[config.mk]
export PLATFORM = sky130hd
export DESIGN_NAME = lsbus_cycle_ctrl
export DESIGN_NICKNAME = d
export VERILOG_FILES = /design/src/rtl/lsbus_pkg.sv /design/src/rtl/lsbus_attr_dec.sv /design/src/rtl/lsbus_param_sel.sv /design/src/rtl/lsbus_phase_fsm.sv /design/src/rtl/lsbus_cycle_ctrl.sv
export SDC_FILE = /design/constraint.sdc
export NUM_CORES = 1
export LEC_CHECK = 0
export BUFFER_PORTS_ARGS = -buffer_cell sky130_fd_sc_hd__buf_2
export CORE_ASPECT_RATIO = 1.2
export CORE_MARGIN = 10
export CORE_UTILIZATION = 55
export DETAILED_ROUTE_END_ITERATION = 10
export PLACE_DENSITY = 0.93
export RECOVER_POWER = 25
export SLEW_MARGIN = 20
export SYNTH_ARGS = -nofsm -noshare
export SYNTH_HDL_FRONTEND = slang
export SYNTH_SLANG_ARGS = --single-unit
[constraint.sdc]
create_clock -name clk -period 2.4 [get_ports clk]
set_input_delay 0.12 -clock clk [delete_from_list [all_inputs] [get_ports clk]]
set_output_delay 0.12 -clock clk [all_outputs]
set_load 0.03 [all_outputs]
[src/rtl/lsbus_pkg.sv]
package lsbus_pkg;

   localparam int NUM_AREA = 2;
   localparam int NUM_SET  = 2;
   localparam int NUM_SLOT = NUM_AREA * NUM_SET;
   localparam int XW_MAX   = 50;
   localparam int SH_W     = 4;

   typedef enum logic [2:0] {
      PH_IDLE,
      PH_SETUP,
      PH_STROBE,
      PH_HOLD,
      PH_GAP
   } phase_e;

   // setup / hold code to cycle count
   function automatic logic [SH_W-1:0] sh_cycles(input logic [2:0] code);
      logic [SH_W-1:0] r;
      case (code)
         3'd0:    r = 4'd0;
         3'd1:    r = 4'd1;
         3'd2:    r = 4'd2;
         3'd3:    r = 4'd3;
         3'd4:    r = 4'd4;
         3'd5:    r = 4'd6;
         3'd6:    r = 4'd8;
         default: r = 4'd15;
      endcase
      return r;
   endfunction

   // coarse extra-wait code to cycle count
   function automatic logic [5:0] xw_cycles(input logic [1:0] code);
      logic [5:0] r;
      case (code)
         2'd0:    r = 6'd0;
         2'd1:    r = 6'd15;
         2'd2:    r = 6'd30;
         default: r = 6'd50;
      endcase
      return r;
   endfunction

endpackage

[src/rtl/lsbus_attr_dec.sv]
module lsbus_attr_dec #(
   parameter bit DYN_WIDE = 1'b1
) (
   input  logic [2:0] attr,
   output logic       legal,
   output logic       wide,
   output logic       regsel
);
   logic dyn;

   assign dyn    = (attr == 3'b001);
   assign legal  = (attr != 3'b000);
   assign regsel = (attr[2:1] != 2'b10);

   generate
      if (DYN_WIDE) begin : g_dyn_wide
         assign wide = attr[0] | dyn;
      end else begin : g_dyn_narrow
         assign wide = attr[0] & ~dyn;
      end
   endgenerate

endmodule

[src/rtl/lsbus_param_sel.sv]
module lsbus_param_sel
   import lsbus_pkg::*;
#(
   parameter int BASE_W = 4,
   parameter int IDLE_W = 3,
   parameter int CNT_W  = 7
) (
   input  logic [NUM_SLOT-1:0][BASE_W-1:0] cfg_base,
   input  logic [NUM_SLOT-1:0][1:0]        cfg_xwait,
   input  logic [NUM_SLOT-1:0][2:0]        cfg_setup,
   input  logic [NUM_SLOT-1:0][2:0]        cfg_hold,
   input  logic [NUM_AREA-1:0][IDLE_W-1:0] cfg_idle,
   input  logic                            area,
   input  logic                            tset,
   output logic [SH_W-1:0]                 setup_n,
   output logic [SH_W-1:0]                 hold_n,
   output logic [CNT_W-1:0]                wait_n,
   output logic [IDLE_W-1:0]               idle_n
);
   localparam int SLOT_W = $clog2(NUM_SLOT);

   logic [SLOT_W-1:0] slot;
   logic [CNT_W-1:0]  wait_tot [NUM_SLOT];
   logic [SH_W-1:0]   setup_tab [NUM_SLOT];
   logic [SH_W-1:0]   hold_tab [NUM_SLOT];

   assign slot = {area, tset};

   generate
      for (genvar s = 0; s < NUM_SLOT; s++) begin : g_slot
         assign wait_tot[s]  = CNT_W'(cfg_base[s]) + CNT_W'(xw_cycles(cfg_xwait[s]));
         assign setup_tab[s] = sh_cycles(cfg_setup[s]);
         assign hold_tab[s]  = sh_cycles(cfg_hold[s]);
      end
   endgenerate

   assign wait_n  = wait_tot[slot];
   assign setup_n = setup_tab[slot];
   assign hold_n  = hold_tab[slot];
   assign idle_n  = cfg_idle[area];

endmodule

[src/rtl/lsbus_phase_fsm.sv]
module lsbus_phase_fsm
   import lsbus_pkg::*;
#(
   parameter int IDLE_W = 3,
   parameter int CNT_W  = 7,
   parameter int DATA_W = 16
) (
   input  logic              clk,
   input  logic              rst_n,
   input  logic              req,
   input  logic              req_write,
   input  logic              legal,
   input  logic              wide,
   input  logic              regsel,
   input  logic [SH_W-1:0]   setup_n,
   input  logic [SH_W-1:0]   hold_n,
   input  logic [CNT_W-1:0]  wait_n,
   input  logic [IDLE_W-1:0] idle_n,
   input  logic [DATA_W-1:0] bus_din,
   output logic              busy,
   output logic              done,
   output logic              err,
   output logic [DATA_W-1:0] rd_data,
   output logic              on_bus,
   output logic              ce_hi,
   output logic              regsel_o,
   output logic              rd,
   output logic              wr
);
   phase_e              ph;
   logic [CNT_W-1:0]    cnt;
   logic [SH_W-1:0]     hold_q;
   logic [IDLE_W-1:0]   idle_q;
   logic [CNT_W-1:0]    wait_q;
   logic                we_q;
   logic                wide_q;
   logic                regsel_q;
   logic                cnt_zero;

   assign cnt_zero = (cnt == '0);

   always_ff @(posedge clk or negedge rst_n) begin
      if (!rst_n) begin
         ph       <= PH_IDLE;
         cnt      <= '0;
         hold_q   <= '0;
         idle_q   <= '0;
         wait_q   <= '0;
         we_q     <= 1'b0;
         wide_q   <= 1'b0;
         regsel_q <= 1'b0;
         done     <= 1'b0;
         err      <= 1'b0;
         rd_data  <= '0;
      end else begin
         done <= 1'b0;
         err  <= 1'b0;
         case (ph)
            PH_IDLE: begin
               if (req) begin
                  if (!legal) begin
                     err <= 1'b1;
                  end else begin
                     hold_q   <= hold_n;
                     idle_q   <= idle_n;
                     wait_q   <= wait_n;
                     we_q     <= req_write;
                     wide_q   <= wide;
                     regsel_q <= regsel;
                     if (setup_n != '0) begin
                        ph  <= PH_SETUP;
                        cnt <= CNT_W'(setup_n) - CNT_W'(1);
                     end else begin
                        ph  <= PH_STROBE;
                        cnt <= wait_n;
                     end
                  end
               end
            end
            PH_SETUP: begin
               if (cnt_zero) begin
                  ph  <= PH_STROBE;
                  cnt <= wait_q;
               end else begin
                  cnt <= cnt - CNT_W'(1);
               end
            end
            PH_STROBE: begin
               if (cnt_zero) begin
                  if (!we_q) rd_data <= bus_din;
                  if (hold_q != '0) begin
                     ph  <= PH_HOLD;
                     cnt <= CNT_W'(hold_q) - CNT_W'(1);
                  end else begin
                     done <= 1'b1;
                     if (idle_q != '0) begin
                        ph  <= PH_GAP;
                        cnt <= CNT_W'(idle_q) - CNT_W'(1);
                     end else begin
                        ph <= PH_IDLE;
                     end
                  end
               end else begin
                  cnt <= cnt - CNT_W'(1);
               end
            end
            PH_HOLD: begin
               if (cnt_zero) begin
                  done <= 1'b1;
                  if (idle_q != '0) begin
                     ph  <= PH_GAP;
                     cnt <= CNT_W'(idle_q) - CNT_W'(1);
                  end else begin
                     ph <= PH_IDLE;
                  end
               end else begin
                  cnt <= cnt - CNT_W'(1);
               end
            end
            PH_GAP: begin
               if (cnt_zero) ph <= PH_IDLE;
               else          cnt <= cnt - CNT_W'(1);
            end
            default: ph <= PH_IDLE;
         endcase
      end
   end

   assign busy     = (ph != PH_IDLE);
   assign on_bus   = (ph == PH_SETUP) || (ph == PH_STROBE) || (ph == PH_HOLD);
   assign ce_hi    = on_bus & wide_q;
   assign regsel_o = on_bus & regsel_q;
   assign rd       = (ph == PH_STROBE) & ~we_q;
   assign wr       = (ph == PH_STROBE) &  we_q;

endmodule

[src/rtl/lsbus_cycle_ctrl.sv]
module lsbus_cycle_ctrl
   import lsbus_pkg::*;
#(
   parameter int BASE_W   = 4,
   parameter int IDLE_W   = 3,
   parameter int DATA_W   = 16,
   parameter bit DYN_WIDE = 1'b1
) (
   input  logic                            clk,
   input  logic                            rst_n,
   input  logic [NUM_SLOT-1:0][BASE_W-1:0] cfg_base,
   input  logic [NUM_SLOT-1:0][1:0]        cfg_xwait,
   input  logic [NUM_SLOT-1:0][2:0]        cfg_setup,
   input  logic [NUM_SLOT-1:0][2:0]        cfg_hold,
   input  logic [NUM_AREA-1:0][IDLE_W-1:0] cfg_idle,
   input  logic                            req,
   input  logic                            req_area,
   input  logic                            req_tset,
   input  logic [2:0]                      req_attr,
   input  logic                            req_write,
   input  logic [DATA_W-1:0]               bus_din,
   output logic                            busy,
   output logic                            done,
   output logic                            err,
   output logic [DATA_W-1:0]               rd_data,
   output logic                            bus_addr_vld,
   output logic                            bus_cs,
   output logic                            bus_ce_lo,
   output logic                            bus_ce_hi,
   output logic                            bus_regsel,
   output logic                            bus_rd,
   output logic                            bus_wr
);
   localparam int WAIT_MAX = (2 ** BASE_W) - 1 + XW_MAX;
   localparam int CNT_RAW  = $clog2(WAIT_MAX + 1);
   localparam int CNT_W    = (CNT_RAW > SH_W) ? CNT_RAW : SH_W;

   generate
      if (BASE_W < 1 || BASE_W > 8) begin : g_bad_base
         $error("lsbus_cycle_ctrl: BASE_W must be 1..8");
      end
      if (IDLE_W < 1 || IDLE_W > 8) begin : g_bad_idle
         $error("lsbus_cycle_ctrl: IDLE_W must be 1..8");
      end
      if (DATA_W < 1) begin : g_bad_data
         $error("lsbus_cycle_ctrl: DATA_W must be positive");
      end
   endgenerate

   logic              legal, wide, regsel;
   logic [SH_W-1:0]   setup_n, hold_n;
   logic [CNT_W-1:0]  wait_n;
   logic [IDLE_W-1:0] idle_n;
   logic              on_bus;

   lsbus_attr_dec #(.DYN_WIDE(DYN_WIDE)) u_dec (
      .attr   (req_attr),
      .legal  (legal),
      .wide   (wide),
      .regsel (regsel)
   );

   lsbus_param_sel #(.BASE_W(BASE_W), .IDLE_W(IDLE_W), .CNT_W(CNT_W)) u_sel (
      .cfg_base  (cfg_base),
      .cfg_xwait (cfg_xwait),
      .cfg_setup (cfg_setup),
      .cfg_hold  (cfg_hold),
      .cfg_idle  (cfg_idle),
      .area      (req_area),
      .tset      (req_tset),
      .setup_n   (setup_n),
      .hold_n    (hold_n),
      .wait_n    (wait_n),
      .idle_n    (idle_n)
   );

   lsbus_phase_fsm #(.IDLE_W(IDLE_W), .CNT_W(CNT_W), .DATA_W(DATA_W)) u_fsm (
      .clk       (clk),
      .rst_n     (rst_n),
      .req       (req),
      .req_write (req_write),
      .legal     (legal),
      .wide      (wide),
      .regsel    (regsel),
      .setup_n   (setup_n),
      .hold_n    (hold_n),
      .wait_n    (wait_n),
      .idle_n    (idle_n),
      .bus_din   (bus_din),
      .busy      (busy),
      .done      (done),
      .err       (err),
      .rd_data   (rd_data),
      .on_bus    (on_bus),
      .ce_hi     (bus_ce_hi),
      .regsel_o  (bus_regsel),
      .rd        (bus_rd),
      .wr        (bus_wr)
   );

   assign bus_addr_vld = on_bus;
   assign bus_cs       = on_bus;
   assign bus_ce_lo    = on_bus;

endmodule

# ---- Word level (Yosys, flattened, before mapping)
# Cells that the tools add are included.
# W data, S select, Z words.
dict set report totals {
  regBits 45
}
dict set report op_classes {
  add_sub_neg 8
  n_lt_le_gt_ge 2
  eq_ne 69
  n_mux 50
  bitwise_logic 7
  reduce_logical 26
}
# operator count
set ops {}
lappend ops {{$pmux W4 S7} 8}
lappend ops {{$mux W7} 11}
lappend ops {{$eq A3 B3 Y1 const B} 25}
lappend ops {{$pmux W6 S3} 4}
lappend ops {{$eq A3 B2 Y1 const B} 18}
lappend ops {{$pmux W7 S5} 1}
lappend ops {{$eq A3 B1 Y1 const B} 10}
lappend ops {{$mux W3} 10}
lappend ops {{$add A4 B6 Y7} 4}
lappend ops {{$logic_not A3 Y1} 9}
lappend ops {{$bmux W4 S2} 2}
lappend ops {{$mux W4} 4}
lappend ops {{$pmux W3 S5} 1}
lappend ops {{$bmux W7 S2} 1}
lappend ops {{$ne A2 B1 Y1 const B} 5}
lappend ops {{$sub A4 B1 Y5 const B} 2}
lappend ops {{$reduce_bool A3 Y1} 3}
lappend ops {{$eq A2 B1 Y1 const B} 4}
lappend ops {{$eq A2 B2 Y1 const B} 4}
lappend ops {{$logic_not A2 Y1} 4}
lappend ops {{$reduce_bool A4 Y1} 2}
lappend ops {{$logic_not A7 Y1} 1}
lappend ops {{$sub A7 B1 Y7 const B} 1}
lappend ops {{$mux W1} 6}
lappend ops {{15 further kinds} 22}

# ---- Depth between registers and ports, before layout
dict set report depth {
  depth_word 10
  ltp_mapped 11
  mapped_depth_nobuf 11
}

# ---- By module
# From an unflattened synthesis, not the netlist that was laid out.
dict set report hier_totals {
  cells_unflattened 485
  hier_area_um2 4390.5
}
# mod n_inst cells_per_inst area_each_um2 seq_area_each_um2
set by_module_without_submodules {}
lappend by_module_without_submodules {lsbus_phase_fsm 1 249 2652.5 1126.1}
lappend by_module_without_submodules {lsbus_param_sel 1 231 1706.6 0.0}
lappend by_module_without_submodules {lsbus_attr_dec 1 3 16.3 0.0}
lappend by_module_without_submodules {lsbus_cycle_ctrl 1 2 15.0 0.0}

# ---- Worst setup path after synthesis
# OpenSTA, ideal clock, no wires.
dict set report synth_timing {
  kind {register to register}
  start {reg u_fsm.ph[0]}
  end {reg u_fsm.rd_data[10]}
  setup_ns 0.128
  arrival_ns 2.231
  setup_slack_ns 0.041
  path_stages_with_launch 7
  path_buffers 2
  path_cell_list {dfrtp_1 > clkbuf_1 > or3b_1 > nor2_1 > nand2_1 > buf_2 > mux2_1}
}
dict set report synth_between {
  elab_chain_len 2
}
# element line
set synth_lines {}
lappend synth_lines {{from (decl)} lsbus_phase_fsm.sv:30} ;# phase_e ph;
lappend synth_lines {{from (signal assigned)} lsbus_phase_fsm.sv:44} ;# ph <= PH_IDLE;
lappend synth_lines {{from (signal assigned)} lsbus_phase_fsm.sv:71} ;# ph <= PH_SETUP;
lappend synth_lines {{from (signal assigned)} lsbus_phase_fsm.sv:74} ;# ph <= PH_STROBE;
lappend synth_lines {{$eq A3 B2 Y1} lsbus_phase_fsm.sv:58} ;# case (ph)
lappend synth_lines {{$reduce_and A3 Y1 (no source line)} n/a}
lappend synth_lines {{to (signal assigned)} lsbus_phase_fsm.sv:90} ;# if (!we_q) rd_data <= bus_din;
lappend synth_lines {{to (decl)} lsbus_phase_fsm.sv:23} ;# output logic [DATA_W-1:0] rd_data,
# Every way passes these cells.
# A chain may end at the register's enable or synchronous reset.

# ---- Final worst setup path
dict set report layout_timing {
  start {reg u_fsm.cnt[0]}
  end {reg u_fsm.cnt[5]}
}
dict set report layout_between {
  elab_chain_len 3
}
# element line
set layout_lines {}
lappend layout_lines {{from (decl)} lsbus_phase_fsm.sv:31} ;# logic [CNT_W-1:0] cnt;
lappend layout_lines {{from (signal assigned)} lsbus_phase_fsm.sv:72} ;# cnt <= CNT_W'(setup_n) - CNT_W'(1);
lappend layout_lines {{from (signal assigned)} lsbus_phase_fsm.sv:75} ;# cnt <= wait_n;
lappend layout_lines {{from (signal assigned)} lsbus_phase_fsm.sv:83} ;# cnt <= wait_q;
lappend layout_lines {{$sub A7 B1 Y7 or $logic_not A7 Y1 (tied branches)} n/a}
lappend layout_lines {{$mux W7, or another cell as far along} lsbus_phase_fsm.sv:121} ;# if (cnt_zero) ph <= PH_IDLE;
lappend layout_lines {{$pmux W7 S5 or $reduce_and A4 Y1 (tied branches)} n/a}
# Several ways; a longest one is shown, not always the timed one. The select of a mux whose other input is x is not followed.

==> results.sh <==
export IMPL_rsz0062_at_grt="no"
export IMPL_power_density_nw_per_um2=937
export IMPL_final_common_cell="buf_2"
export IMPL_dieArea_um2=11800
export IMPL_crit_type="reg2reg"
export IMPL_hold_path_class="in2reg"
export IMPL_core_um2=7660
export IMPL_critPathMaxFanout=5
export IMPL_critPathCaptureType="flip-flop"
export IMPL_ys_flop_type="dfrtp_1"
export IMPL_cts_sinks=45
export IMPL_grt_max_degree=46
export IMPL_min_period_over_period_pct=95.1
export IMPL_irDropWorstVdd_v=0.000793
export IMPL_ys_types=72
export IMPL_gp_congestion=0.979
export IMPL_clk_latency_ns=0.30
export IMPL_antenna_left=0
export IMPL_synth_enable_flop_cells=0
export IMPL_yosysSeqAreaShare_pct=26.1
export IMPL_critPathMaxStageDelay_ns=0.55
export IMPL_power_total_mw=4.94
export IMPL_place_port_buffers=104
export IMPL_synth_seq_cells=45
export IMPL_ios=105
export IMPL_post_route_min_period_ns=2.28
export IMPL_met3_usage_pct=5.05
export IMPL_crit_top_cell="o211ai_1"
export IMPL_fin_skew_ns=0.00589
export IMPL_grt_pass1_vias=4402
export IMPL_htreeDepth=2
export IMPL_crit_arrival_ns=2.46
export IMPL_layout_drive_gt1_share_pct=30.4
export IMPL_dp_hpwl_mm=9.94
export IMPL_cp_cell_sequence="inv_1 > ha_1 > nor4b_4 > nand2_1 > or4_1 > o211a_1 > o211ai_1 > o211ai_1"
export IMPL_max_freq_ghz=0.438
export IMPL_dr_pass1_iters=8
export IMPL_antenna_found_initial=0
export IMPL_critical_path_startpoint_type="flip-flop"
export IMPL_grt_busiest_layer="met2"
export IMPL_setup_viol=0
export IMPL_p_leak_nw=2.58
export IMPL_syn_avg_cell_area_um2=9.03
export IMPL_drc_errors=0
export IMPL_fin_nets=732
export IMPL_rows=35
export IMPL_wl_mm=12.1
export IMPL_vias=4226
export IMPL_relSlewSlack_pct=28.2
export IMPL_most_common_layout_cells="buf_2 (103), nand2_1 (47), dfrtp_1 (45), inv_1 (42), ha_1 (41)"
export IMPL_path_buf_inv=1
export IMPL_path_clk_slew_ns=0.09
export IMPL_drtIter0Drc=333
export IMPL_drv_slew=0
export IMPL_wl_per_cell_um=17.3
export IMPL_grtUsageMet1_pct=21.1
export IMPL_overflow=0
export IMPL_use_met2_pct=36.5
export IMPL_worst_slack_ns=0.118
export IMPL_cts_buffer_depth=2
export IMPL_via_per_inst=6.03
export IMPL_syn_to_final_growth_pct=22.1
export IMPL_synth_async_reset_ratio_pct=100
export IMPL_dieHeight_um=117
export IMPL_syn_area_um2=4320
export IMPL_synth_warnings=0
export IMPL_cts_tree="yes"
export IMPL_die_x_um=101
export IMPL_grtUsageTotal_pct=19.8
export IMPL_outcome="completed"
export IMPL_worstMarginPinSlew_ns=1.08
export IMPL_fin_setup_tns_ns=0
export IMPL_dp_worst_setup_slack_ns=-0.133
export IMPL_crit_required_ns=2.58
export IMPL_grt_pass1_wl_mm=19.6
export IMPL_ctsRootBufferMaster="clkbuf_8"
export IMPL_synthCells=478
export IMPL_start_util_pct=56.3
export IMPL_timing_hold_ws_ns=0.0247
export IMPL_maxCapViolations=0
export IMPL_numCtsBuffers=5
export IMPL_cpLargestDelayFamily="simple AND/OR/NAND/NOR gates"
export IMPL_slowest_stage="or4_1"
export IMPL_final_hold_viol_count=0
export IMPL_n_antenna_cell=0
export IMPL_syn_nets=602
[path summary, 6_finish.rpt]
check                                  from                 to  slack (ns)  cells past startpoint
setup reg to reg               u_fsm.cnt[0]       u_fsm.cnt[5]        0.12                      8
hold / removal                  bus_din[12]  u_fsm.rd_data[12]        0.02                      2
setup / recovery               u_fsm.cnt[0]       u_fsm.cnt[5]        0.12                      8
min in group asynchronous             rst_n    u_fsm.wait_q[3]        0.54                      2
max in group asynchronous             rst_n    u_fsm.wait_q[6]        1.20                      2
hold reg to reg            u_fsm.rd_data[9]   u_fsm.rd_data[9]        0.49                      1
[cell usage after synthesis (8+ instances only)]
library cell	n	share of area [%]
mux2i_1	11	2.6
ha_1	41	12
mux2_1	12	3.1
dfrtp_1	45	26
mux2_2	12	3.1
clkbuf_1	8	0.70
nand2_1	47	4.1
nor2_1	18	1.6
nand3_1	15	1.7
inv_1	42	3.7
a31oi_1	9	1.3
o21ai_0	35	4.1
nor2b_1	11	1.6
o211ai_1	8	1.4
nand3b_1	8	1.4
a21oi_1	12	1.4
[cells by family after synthesis]
logic type,synth area share [%]
buffers and inverters,6.23
adders and majority gates,13.7
AOI/OAI and AO/OA,19.8
DFF,26.1
and+or+nand+nor,20.1
xor gates and xnor gates,1.42
muxes,12.6
[power by group]
group | switching, mW | leakage, nW | internal (mW) | total (mW)
Sequential | 0.285 | 0.546 | 1.09 | 1.37
Combinational | 1.70 | 1.96 | 1.18 | 2.88
Clock | 0.270 | 0.0687 | 0.419 | 0.689
Total | 2.25 | 2.58 | 2.69 | 4.94
[registers in the layout, summed over array words and instances, names as in the netlist]
register / cells
u_fsm.err: 1
u_fsm.wide_q: 1
u_fsm.cnt: 7
u_fsm.we_q: 1
u_fsm.ph: 3
u_fsm.regsel_q: 1
u_fsm.idle_q: 3
u_fsm.rd_data: 16
u_fsm.done: 1
u_fsm.wait_q: 7
u_fsm.hold_q: 4
[what timing repair did]
| item | CTS | global route |
|---|---|---|
| endpoints found under the setup margin | 0 | 2 |
| resized for setup | 0 | 3 |
| setup buffers | 0 | 0 |
| hold buffers | 0 | 1 |
| endpoints found under the hold margin | 0 | 45 |
[metrics by stage]
stage	utilization [%]	instance area (um2)	std cells
after floorplan	-	4320	478
after global placement	66.7	5110	692
after detailed placement	66.7	5110	692
after CTS	68.5	5250	700
after global routing	68.7	5270	701
final	68.7	5270	701
[layout make-up]
class / count / area (um2)
Multi-Input combinational cell: 372 / 2930
Fill cell: 579 / 2400
Sequential cell: 45 / 1130
Timing Repair Buffer: 140 / 793
Inverter: 44 / 168
Tap cell: 92 / 115
Clock buffer: 5 / 68.8
Clock inverter: 3 / 68.8
[worst reg2reg max path, stage by stage, from the launching register on]
cell and delay, ns:
dfrtp_1 0.41, inv_1 0.12, ha_1 0.22, nor4b_4 0.33
nand2_1 0.18, or4_1 0.55, o211a_1 0.13, o211ai_1 0.10
o211ai_1 0.12
[metal layers]
layer	wire length (um)	part of all wire [%]	vias to the layer above
li1	-	-	1995
met1	4670	39	1976
met2	6120	50	211
met3	967	8.0	44
met4	364	3.0	0
met5	0	0	-
No activity file was read; power rests on OpenSTA's default activity.
